`config.mk`:
```
export PLATFORM = sky130hd
export DESIGN_NAME = dcp_spi_slave
export DESIGN_NICKNAME = d
export VERILOG_FILES = /design/src/rtl/dcp_spi_pkg.sv /design/src/rtl/dcp_spi_sync.sv /design/src/rtl/dcp_spi_shifter.sv /design/src/rtl/dcp_spi_regs.sv /design/src/rtl/dcp_spi_slave.sv
export SDC_FILE = /design/constraint.sdc
export NUM_CORES = 1
export LEC_CHECK = 0
export BUFFER_PORTS_ARGS = -buffer_cell sky130_fd_sc_hd__buf_2
export CAP_MARGIN = 0
export CORE_ASPECT_RATIO = 0.7
export CORE_MARGIN = 4
export CORE_UTILIZATION = 40
export CTS_CLUSTER_DIAMETER = 50
export CTS_CLUSTER_SIZE = 28
export DETAILED_ROUTE_END_ITERATION = 10
export GPL_ROUTABILITY_DRIVEN = 0
export PLACE_DENSITY = 0.57
export SKIP_CTS_REPAIR_TIMING = 1
export SYNTH_ARGS = -nofsm -noshare
export SYNTH_HDL_FRONTEND = slang
export SYNTH_HIERARCHICAL = 1
export SYNTH_SLANG_ARGS = --single-unit
```
`constraint.sdc`:
```
create_clock -name clk -period 4.6 [get_ports clk]
set_input_delay 0.23 -clock clk [delete_from_list [all_inputs] [get_ports clk]]
set_output_delay 0.23 -clock clk [all_outputs]
set_load 0.01 [all_outputs]
```
`src/rtl/dcp_spi_pkg.sv`:
```
package dcp_spi_pkg;
    localparam int OP_W = 3;
    localparam int ADDR_W = 5;
    localparam logic [ADDR_W-1:0] CTL_ADDR = 5'h10;

    typedef enum logic [OP_W-1:0] {
        OP_NOP    = 3'b000,
        OP_CTL_RD = 3'b001,
        OP_CTL_WR = 3'b011,
        OP_REG_RD = 3'b100,
        OP_REG_WR = 3'b110
    } op_e;
endpackage

```
`src/rtl/dcp_spi_sync.sv`:
```
module dcp_spi_sync #(
    parameter int WIDTH = 3,
    parameter int STAGES = 2,
    parameter logic [WIDTH-1:0] RST_VAL = '0
) (
    input  logic             clk,
    input  logic             rst_n,
    input  logic [WIDTH-1:0] d_i,
    output logic [WIDTH-1:0] q_o
);
    logic [STAGES-1:0][WIDTH-1:0] stg_d, stg_q;

    always_comb begin
        stg_d[0] = d_i;
        for (int i = 1; i < STAGES; i++) begin
            stg_d[i] = stg_q[i-1];
        end
    end

    always_ff @(posedge clk or negedge rst_n) begin
        if (!rst_n) stg_q <= {STAGES{RST_VAL}};
        else        stg_q <= stg_d;
    end

    assign q_o = stg_q[STAGES-1];
endmodule

```
`src/rtl/dcp_spi_shifter.sv`:
```
module dcp_spi_shifter
    import dcp_spi_pkg::*;
#(
    parameter int DW = 8
) (
    input  logic          clk,
    input  logic          rst_n,
    input  logic          cs_n_s,
    input  logic          sck_s,
    input  logic          sdi_s,
    input  logic [DW-1:0] rd_value,
    output logic          frame_end,
    output logic [DW-1:0] instr_o,
    output logic [DW-1:0] data_o,
    output logic          have_data_o,
    output logic          sdo_o
);
    localparam int BW = $clog2(DW);
    localparam int CW = 3;
    localparam logic [CW-1:0] CNT_MAX = 3'd4;

    typedef struct packed {
        logic          sck_prev;
        logic          cs_prev;
        logic [BW-1:0] bit_idx;
        logic [CW-1:0] byte_cnt;
        logic [DW-1:0] shreg;
        logic [DW-1:0] instr;
        logic [DW-1:0] data;
        logic [DW-1:0] rd;
        logic          have_instr;
        logic          have_data;
        logic          sdo;
    } sh_t;

    sh_t st_d, st_q;
    logic rise, fall, is_read;
    logic [DW-1:0] sh_next;
    logic [BW-1:0] out_idx;
    logic [OP_W-1:0] op;

    always_comb begin
        st_d = st_q;
        st_d.sck_prev = sck_s;
        st_d.cs_prev = cs_n_s;
        rise = !st_q.sck_prev && sck_s;
        fall = st_q.sck_prev && !sck_s;
        frame_end = !st_q.cs_prev && cs_n_s;
        op = st_q.instr[DW-1 -: OP_W];
        is_read = st_q.have_instr && (op == OP_CTL_RD || op == OP_REG_RD);
        sh_next = {st_q.shreg[DW-2:0], sdi_s};
        out_idx = BW'(DW - 1) - st_q.bit_idx;

        if (cs_n_s) begin
            st_d.bit_idx = '0;
            st_d.byte_cnt = '0;
            st_d.shreg = '0;
            st_d.sdo = 1'b0;
            st_d.have_instr = 1'b0;
            st_d.have_data = 1'b0;
        end else begin
            if (rise) begin
                st_d.shreg = sh_next;
                if (st_q.bit_idx == BW'(DW - 1)) begin
                    st_d.bit_idx = '0;
                    if (st_q.byte_cnt == '0) begin
                        st_d.instr = sh_next;
                        st_d.have_instr = 1'b1;
                    end else begin
                        st_d.data = sh_next;
                        st_d.have_data = 1'b1;
                    end
                    if (st_q.byte_cnt == CW'(1)) st_d.rd = rd_value;
                    if (st_q.byte_cnt != CNT_MAX) st_d.byte_cnt = st_q.byte_cnt + CW'(1);
                end else begin
                    st_d.bit_idx = st_q.bit_idx + BW'(1);
                end
            end
            if (fall) begin
                st_d.sdo = 1'b0;
                if (is_read && st_q.byte_cnt == CW'(2)) st_d.sdo = st_q.instr[out_idx];
                if (is_read && st_q.byte_cnt == CW'(3)) st_d.sdo = st_q.rd[out_idx];
            end
        end
    end

    always_ff @(posedge clk or negedge rst_n) begin
        if (!rst_n) begin
            st_q <= '0;
            st_q.cs_prev <= 1'b1;
        end else begin
            st_q <= st_d;
        end
    end

    assign instr_o = st_q.instr;
    assign data_o = st_q.data;
    assign have_data_o = st_q.have_data;
    assign sdo_o = st_q.sdo;
endmodule

```
`src/rtl/dcp_spi_regs.sv`:
```
module dcp_spi_regs
    import dcp_spi_pkg::*;
#(
    parameter int DW = 8,
    parameter int NW = 4,
    parameter int BUSY_CYCLES = 1000000,
    parameter logic [DW-1:0] NV_RESET = 8'h80
) (
    input  logic             clk,
    input  logic             rst_n,
    input  logic             frame_end,
    input  logic [DW-1:0]    instr,
    input  logic [DW-1:0]    data,
    input  logic             have_data,
    output logic [DW-1:0]    rd_value,
    output logic [NW*DW-1:0] wiper_o,
    output logic             wip_o,
    output logic [DW-1:0]    ctl_o
);
    localparam int CW = $clog2(BUSY_CYCLES + 1);
    localparam int IDXW = (NW > 1) ? $clog2(NW) : 1;

    typedef struct packed {
        logic [NW-1:0][DW-1:0] wr;
        logic [NW-1:0][DW-1:0] nv;
        logic [DW-2:0]         ctl_hi;
        logic [CW-1:0]         busy;
    } rf_t;

    rf_t rf_d, rf_q;
    logic [OP_W-1:0] op;
    logic [ADDR_W-1:0] addr;
    logic [IDXW-1:0] widx;
    logic wip, wiper_hit, ctl_hit_wr, ctl_hit_rd, vol_both;
    logic [DW-1:0] ctl;

    always_comb begin
        rf_d = rf_q;
        op = instr[DW-1 -: OP_W];
        addr = instr[ADDR_W-1:0];
        widx = addr[IDXW-1:0];
        wip = (rf_q.busy != '0);
        ctl = {rf_q.ctl_hi, wip};
        vol_both = rf_q.ctl_hi[DW-2];
        wiper_hit = (32'(addr) < NW);
        ctl_hit_wr = (op == OP_CTL_WR) || (op == OP_REG_WR && addr == CTL_ADDR);
        ctl_hit_rd = (op == OP_CTL_RD) || (op == OP_REG_RD && addr == CTL_ADDR);

        if (wip) rf_d.busy = rf_q.busy - CW'(1);

        if (frame_end && have_data) begin
            if (ctl_hit_wr) begin
                rf_d.ctl_hi = data[DW-1:1];
            end else if (op == OP_REG_WR && wiper_hit && !wip) begin
                rf_d.wr[widx] = data;
                if (vol_both) begin
                    rf_d.nv[widx] = data;
                    rf_d.busy = CW'(BUSY_CYCLES);
                end
            end
        end

        rd_value = '0;
        if (ctl_hit_rd) rd_value = ctl;
        else if (op == OP_REG_RD && wiper_hit) rd_value = vol_both ? rf_q.nv[widx] : rf_q.wr[widx];
    end

    always_ff @(posedge clk or negedge rst_n) begin
        if (!rst_n) begin
            rf_q.wr <= {NW{NV_RESET}};
            rf_q.nv <= {NW{NV_RESET}};
            rf_q.ctl_hi <= '0;
            rf_q.busy <= '0;
        end else begin
            rf_q <= rf_d;
        end
    end

    assign wiper_o = rf_q.wr;
    assign wip_o = wip;
    assign ctl_o = ctl;
endmodule

```
`src/rtl/dcp_spi_slave.sv`:
```
module dcp_spi_slave #(
    parameter int DW = 8,
    parameter int NW = 4,
    parameter int BUSY_CYCLES = 1000000,
    parameter logic [DW-1:0] NV_RESET = 8'h80,
    parameter int SYNC_STAGES = 2
) (
    input  logic             clk,
    input  logic             rst_n,
    input  logic             cs_n,
    input  logic             sck,
    input  logic             sdi,
    output logic             sdo,
    output logic [NW*DW-1:0] wiper_o
);
    logic [2:0] sync_q;
    logic cs_n_s, sck_s, sdi_s;
    logic frame_end, have_data, wip;
    logic [DW-1:0] instr, data, rd_value, ctl;

    dcp_spi_sync #(.WIDTH(3), .STAGES(SYNC_STAGES), .RST_VAL(3'b100)) u_sync (
        .clk(clk), .rst_n(rst_n), .d_i({cs_n, sck, sdi}), .q_o(sync_q)
    );

    assign cs_n_s = sync_q[2];
    assign sck_s = sync_q[1];
    assign sdi_s = sync_q[0];

    dcp_spi_shifter #(.DW(DW)) u_shift (
        .clk(clk), .rst_n(rst_n), .cs_n_s(cs_n_s), .sck_s(sck_s), .sdi_s(sdi_s),
        .rd_value(rd_value), .frame_end(frame_end), .instr_o(instr), .data_o(data),
        .have_data_o(have_data), .sdo_o(sdo)
    );

    dcp_spi_regs #(.DW(DW), .NW(NW), .BUSY_CYCLES(BUSY_CYCLES), .NV_RESET(NV_RESET)) u_regs (
        .clk(clk), .rst_n(rst_n), .frame_end(frame_end), .instr(instr), .data(data),
        .have_data(have_data), .rd_value(rd_value), .wiper_o(wiper_o), .wip_o(wip), .ctl_o(ctl)
    );
endmodule

```
==> metrics.md <==
| Metric | Value |
|---|---|
| Pleak | `3.49 nW` |
| Drt via density | `5.47` |
| Die ar. | `19,500 um^2` |
| WL per Instance | `19.3 um` |
| Worst setup path endpoint | `u_regs/rf_q[38]$_DFFE_PN0P_` |
| Maxcap violations | `0` |
| Peak VDD IR | `0.159 mV` |
| Placed Instances | `729` |
| Pre-antenna DRT Iters | `4` |
| Buffers added on ports | `37` |
| Largest net degree at the start of global routing | `106` |
| Initial antenna violation count | `0` |
| Final min period | `3.10 ns` |
| Hold Path Class | `register to register` |
| Setup TNS | `0 ns` |
| Critical Path Source Type | `register` |
| Switching share of power | `22.0%` |
| Chip width | `165 um` |
| Sequential cell area | `3490 um^2` |
| Arrival @ worst endpoint | `3.40 ns` |
| NetSw | `574 uW` |
| Post-route ant nets | `0` |
| Area of the multi-input gates | `2940 um^2` |
| Crit Reg-Reg Startpoint | `u_sync/q_o[2]$_DFF_PN1_` |
| Area Growth Syn to Fin | `9.56%` |
| Post-synth net total | `544` |
| CTS tree | `done` |
| Residual DRC | `0` |
| Slew Limit Fails | `0` |
| Status | `finished, final reports clean` |
| Crit path launch | `u_sync/q_o[2]$_DFF_PN1_` |
| Fmax | `0.322 GHz` |
| Initial DRC Count | `306` |
| Required time worst endpoint | `4.90 ns` |
| Endpoints failing setup | `0` |
| R2r worst-path depth | `6` |
| FF-to-FF End | `u_regs/rf_q[38]$_DFFE_PN0P_` |
| Setup Skew | `0.00802 ns` |
| DRT Wirelength | `14,800 um` |
| FF-to-FF setup slack | `1.50 ns` |
| Htree depth | `4` |
| Least-Margin Pin Slew | `0.948 ns` |
| Rows | `39` |
| Pwr Density | `345 nW/um^2` |
| Die Ht | `118 um` |
| DR vias | `4,181` |
| Top-level I/O count | `38` |
| Internal cell power | `2.04 mW` |
| Total GRT Usage | `16.1%` |
| Num CTS Buffers | `17` |
| N_diodes | `0` |
| Final net count | `540` |
| Post-Synthesis Cells | `531` |
| Worst Setup End Kind | `register` |
| Initial core utilization | `41.6%` |
| Dpl hpwl | `10,300 um` |
| Fillers | `1,501` |
| Clock latency on the worst-skew pair | `0.42 ns` |
| Slew HR | `36.8%` |
| Ys Warns | `6` |
| Mapped Area | `6920 um^2` |
| Critical path peak fanout | `18` |
| Combinational power share | `1.5%` |
| Worst-case clock buffer depth | `2` |
| Number of global-route vias before repair | `4,330` |
| Core footprint | `16,600 um^2` |
| Root Driver | `clkbuf_16` |
| Layout cell share with drive strength beyond 1 | `39.4%` |
| First-pass GRT wire length | `24,000 um` |
| Clock slew at reported path FFs | `0.06 ns` |
| Fin crit share | `67.5%` |
| Final Hold Viols | `0` |
| Syn_area_per_cell | `13.0 um^2` |
| Critical path type | `register to register` |
| Sequential power share | `47.3%` |
| Clock share of power | `51.2%` |
| RSZ-0062 raised after global routing | `no` |
| GR Overflow Total | `0` |
| Clock sinks | `139` |
| Post-Layout Cell Count | `765` |
[power groups by stage]
| stage | registers (mW) | logic [mW] | clock network (mW) |
|---|---|---|---|
| after CTS | 1.24 | 0.0390 | 1.37 |
| after global routing | 1.24 | 0.0469 | 1.41 |
| after global placement | 1.26 | 0.0378 | 0 |
| final | 1.24 | 0.0395 | 1.34 |
| after floorplan | 1.25 | 0.0128 | 0 |
| after detailed placement | 1.26 | 0.0389 | 0 |
[how the worst min path moves through the flow]
stage                     depth (start not counted)                          end                      start  slack [ns]
after floorplan                                   0  u_regs/ctl_o[1]$_DFFE_PN0P_                      rst_n       -0.07
after global placement                            0      u_sync/q_o[0]$_DFF_PN0_  u_sync/stg_d[3]$_DFF_PN0_        0.34
after detailed placement                          0      u_sync/q_o[0]$_DFF_PN0_  u_sync/stg_d[3]$_DFF_PN0_        0.34
after CTS                                         1    u_sync/stg_d[5]$_DFF_PN1_                       cs_n       -0.11
after global routing                              0      u_sync/q_o[2]$_DFF_PN1_  u_sync/stg_d[5]$_DFF_PN1_        0.36
final                                             0      u_sync/q_o[0]$_DFF_PN0_  u_sync/stg_d[3]$_DFF_PN0_        0.35
[worst max-delay path, stage by stage, from the launching register on]
cell     delay [ns]
dfstp_2        0.75
inv_1          0.12
nor2_1         0.11
nand3_1        0.11
or4b_1         0.79
nor4_4         0.68
mux2_2         0.41
[flip-flops by register name, indices dropped and copies added, names as in the netlist, 3 cells and up]
signal / cells
u_shift/data_o: 8
u_shift/sh_next: 7
u_sync/stg_d: 3
u_regs/wiper_o: 32
u_regs/rf_q: 52
u_shift/instr_o: 8
u_shift/st_q: 17
u_sync/q_o: 3
u_regs/ctl_o: 7
[metal layers]
metal / up-vias / track usage [%] / wire [um]
met5: - / 0 / 0
met4: 0 / 5.61 / 175
met3: 16 / 3.33 / 528
met2: 75 / 23.4 / 6770
met1: 2209 / 23.7 / 7310
li1: 1881 / - / -
[layout make-up]
cell class              instances  area share (%)
inverters                      12           0.594
repair buffers                 44            3.35
clock buffers                  19            5.71
multi-input cells             313            38.7
well taps                     225            3.71
clock inverters                13            1.88
flip-flops and latches        139            46.0
[stage by stage]
stage | cell area, um^2 | hold WS (ns) | setup WS (ns) | utilization, % | total power, mW
2_1_floorplan | 6920 | -0.0656 | 1.97 | - | 1.27
3_3_place_gp | 6970 | 0.335 | 1.53 | 41.9 | 1.30
3_5_place_dp | 6970 | 0.338 | 1.49 | 41.9 | 1.30
4_1_cts | 7550 | -0.112 | 1.50 | 45.3 | 2.65
5_1_grt | 7590 | 0.364 | 1.34 | 45.6 | 2.70
6_report | 7590 | 0.349 | 1.50 | 45.6 | 2.61
[cell usage in the layout, fill, tap and decap left out, types with 3 or more instances in the layout]
master	n
o22ai_1	4
dfstp_2	11
clkinv_2	3
nor4_4	7
clkinv_4	3
a21oi_1	13
dlygate4sd3_1	4
dfrtp_1	128
o21ai_0	14
or4_1	6
inv_1	12
nand2_1	30
nor3_1	10
nor4_1	5
mux2i_1	15
buf_4	3
nor2_1	17
inv_6	3
o2bb2ai_1	9
mux2_2	96
clkbuf_16	17
nand2b_1	7
or3_1	5
mux4_2	18
nand3_1	5
buf_2	36
ha_1	8
xnor2_1	10
Power figures use the tool's default switching activity.
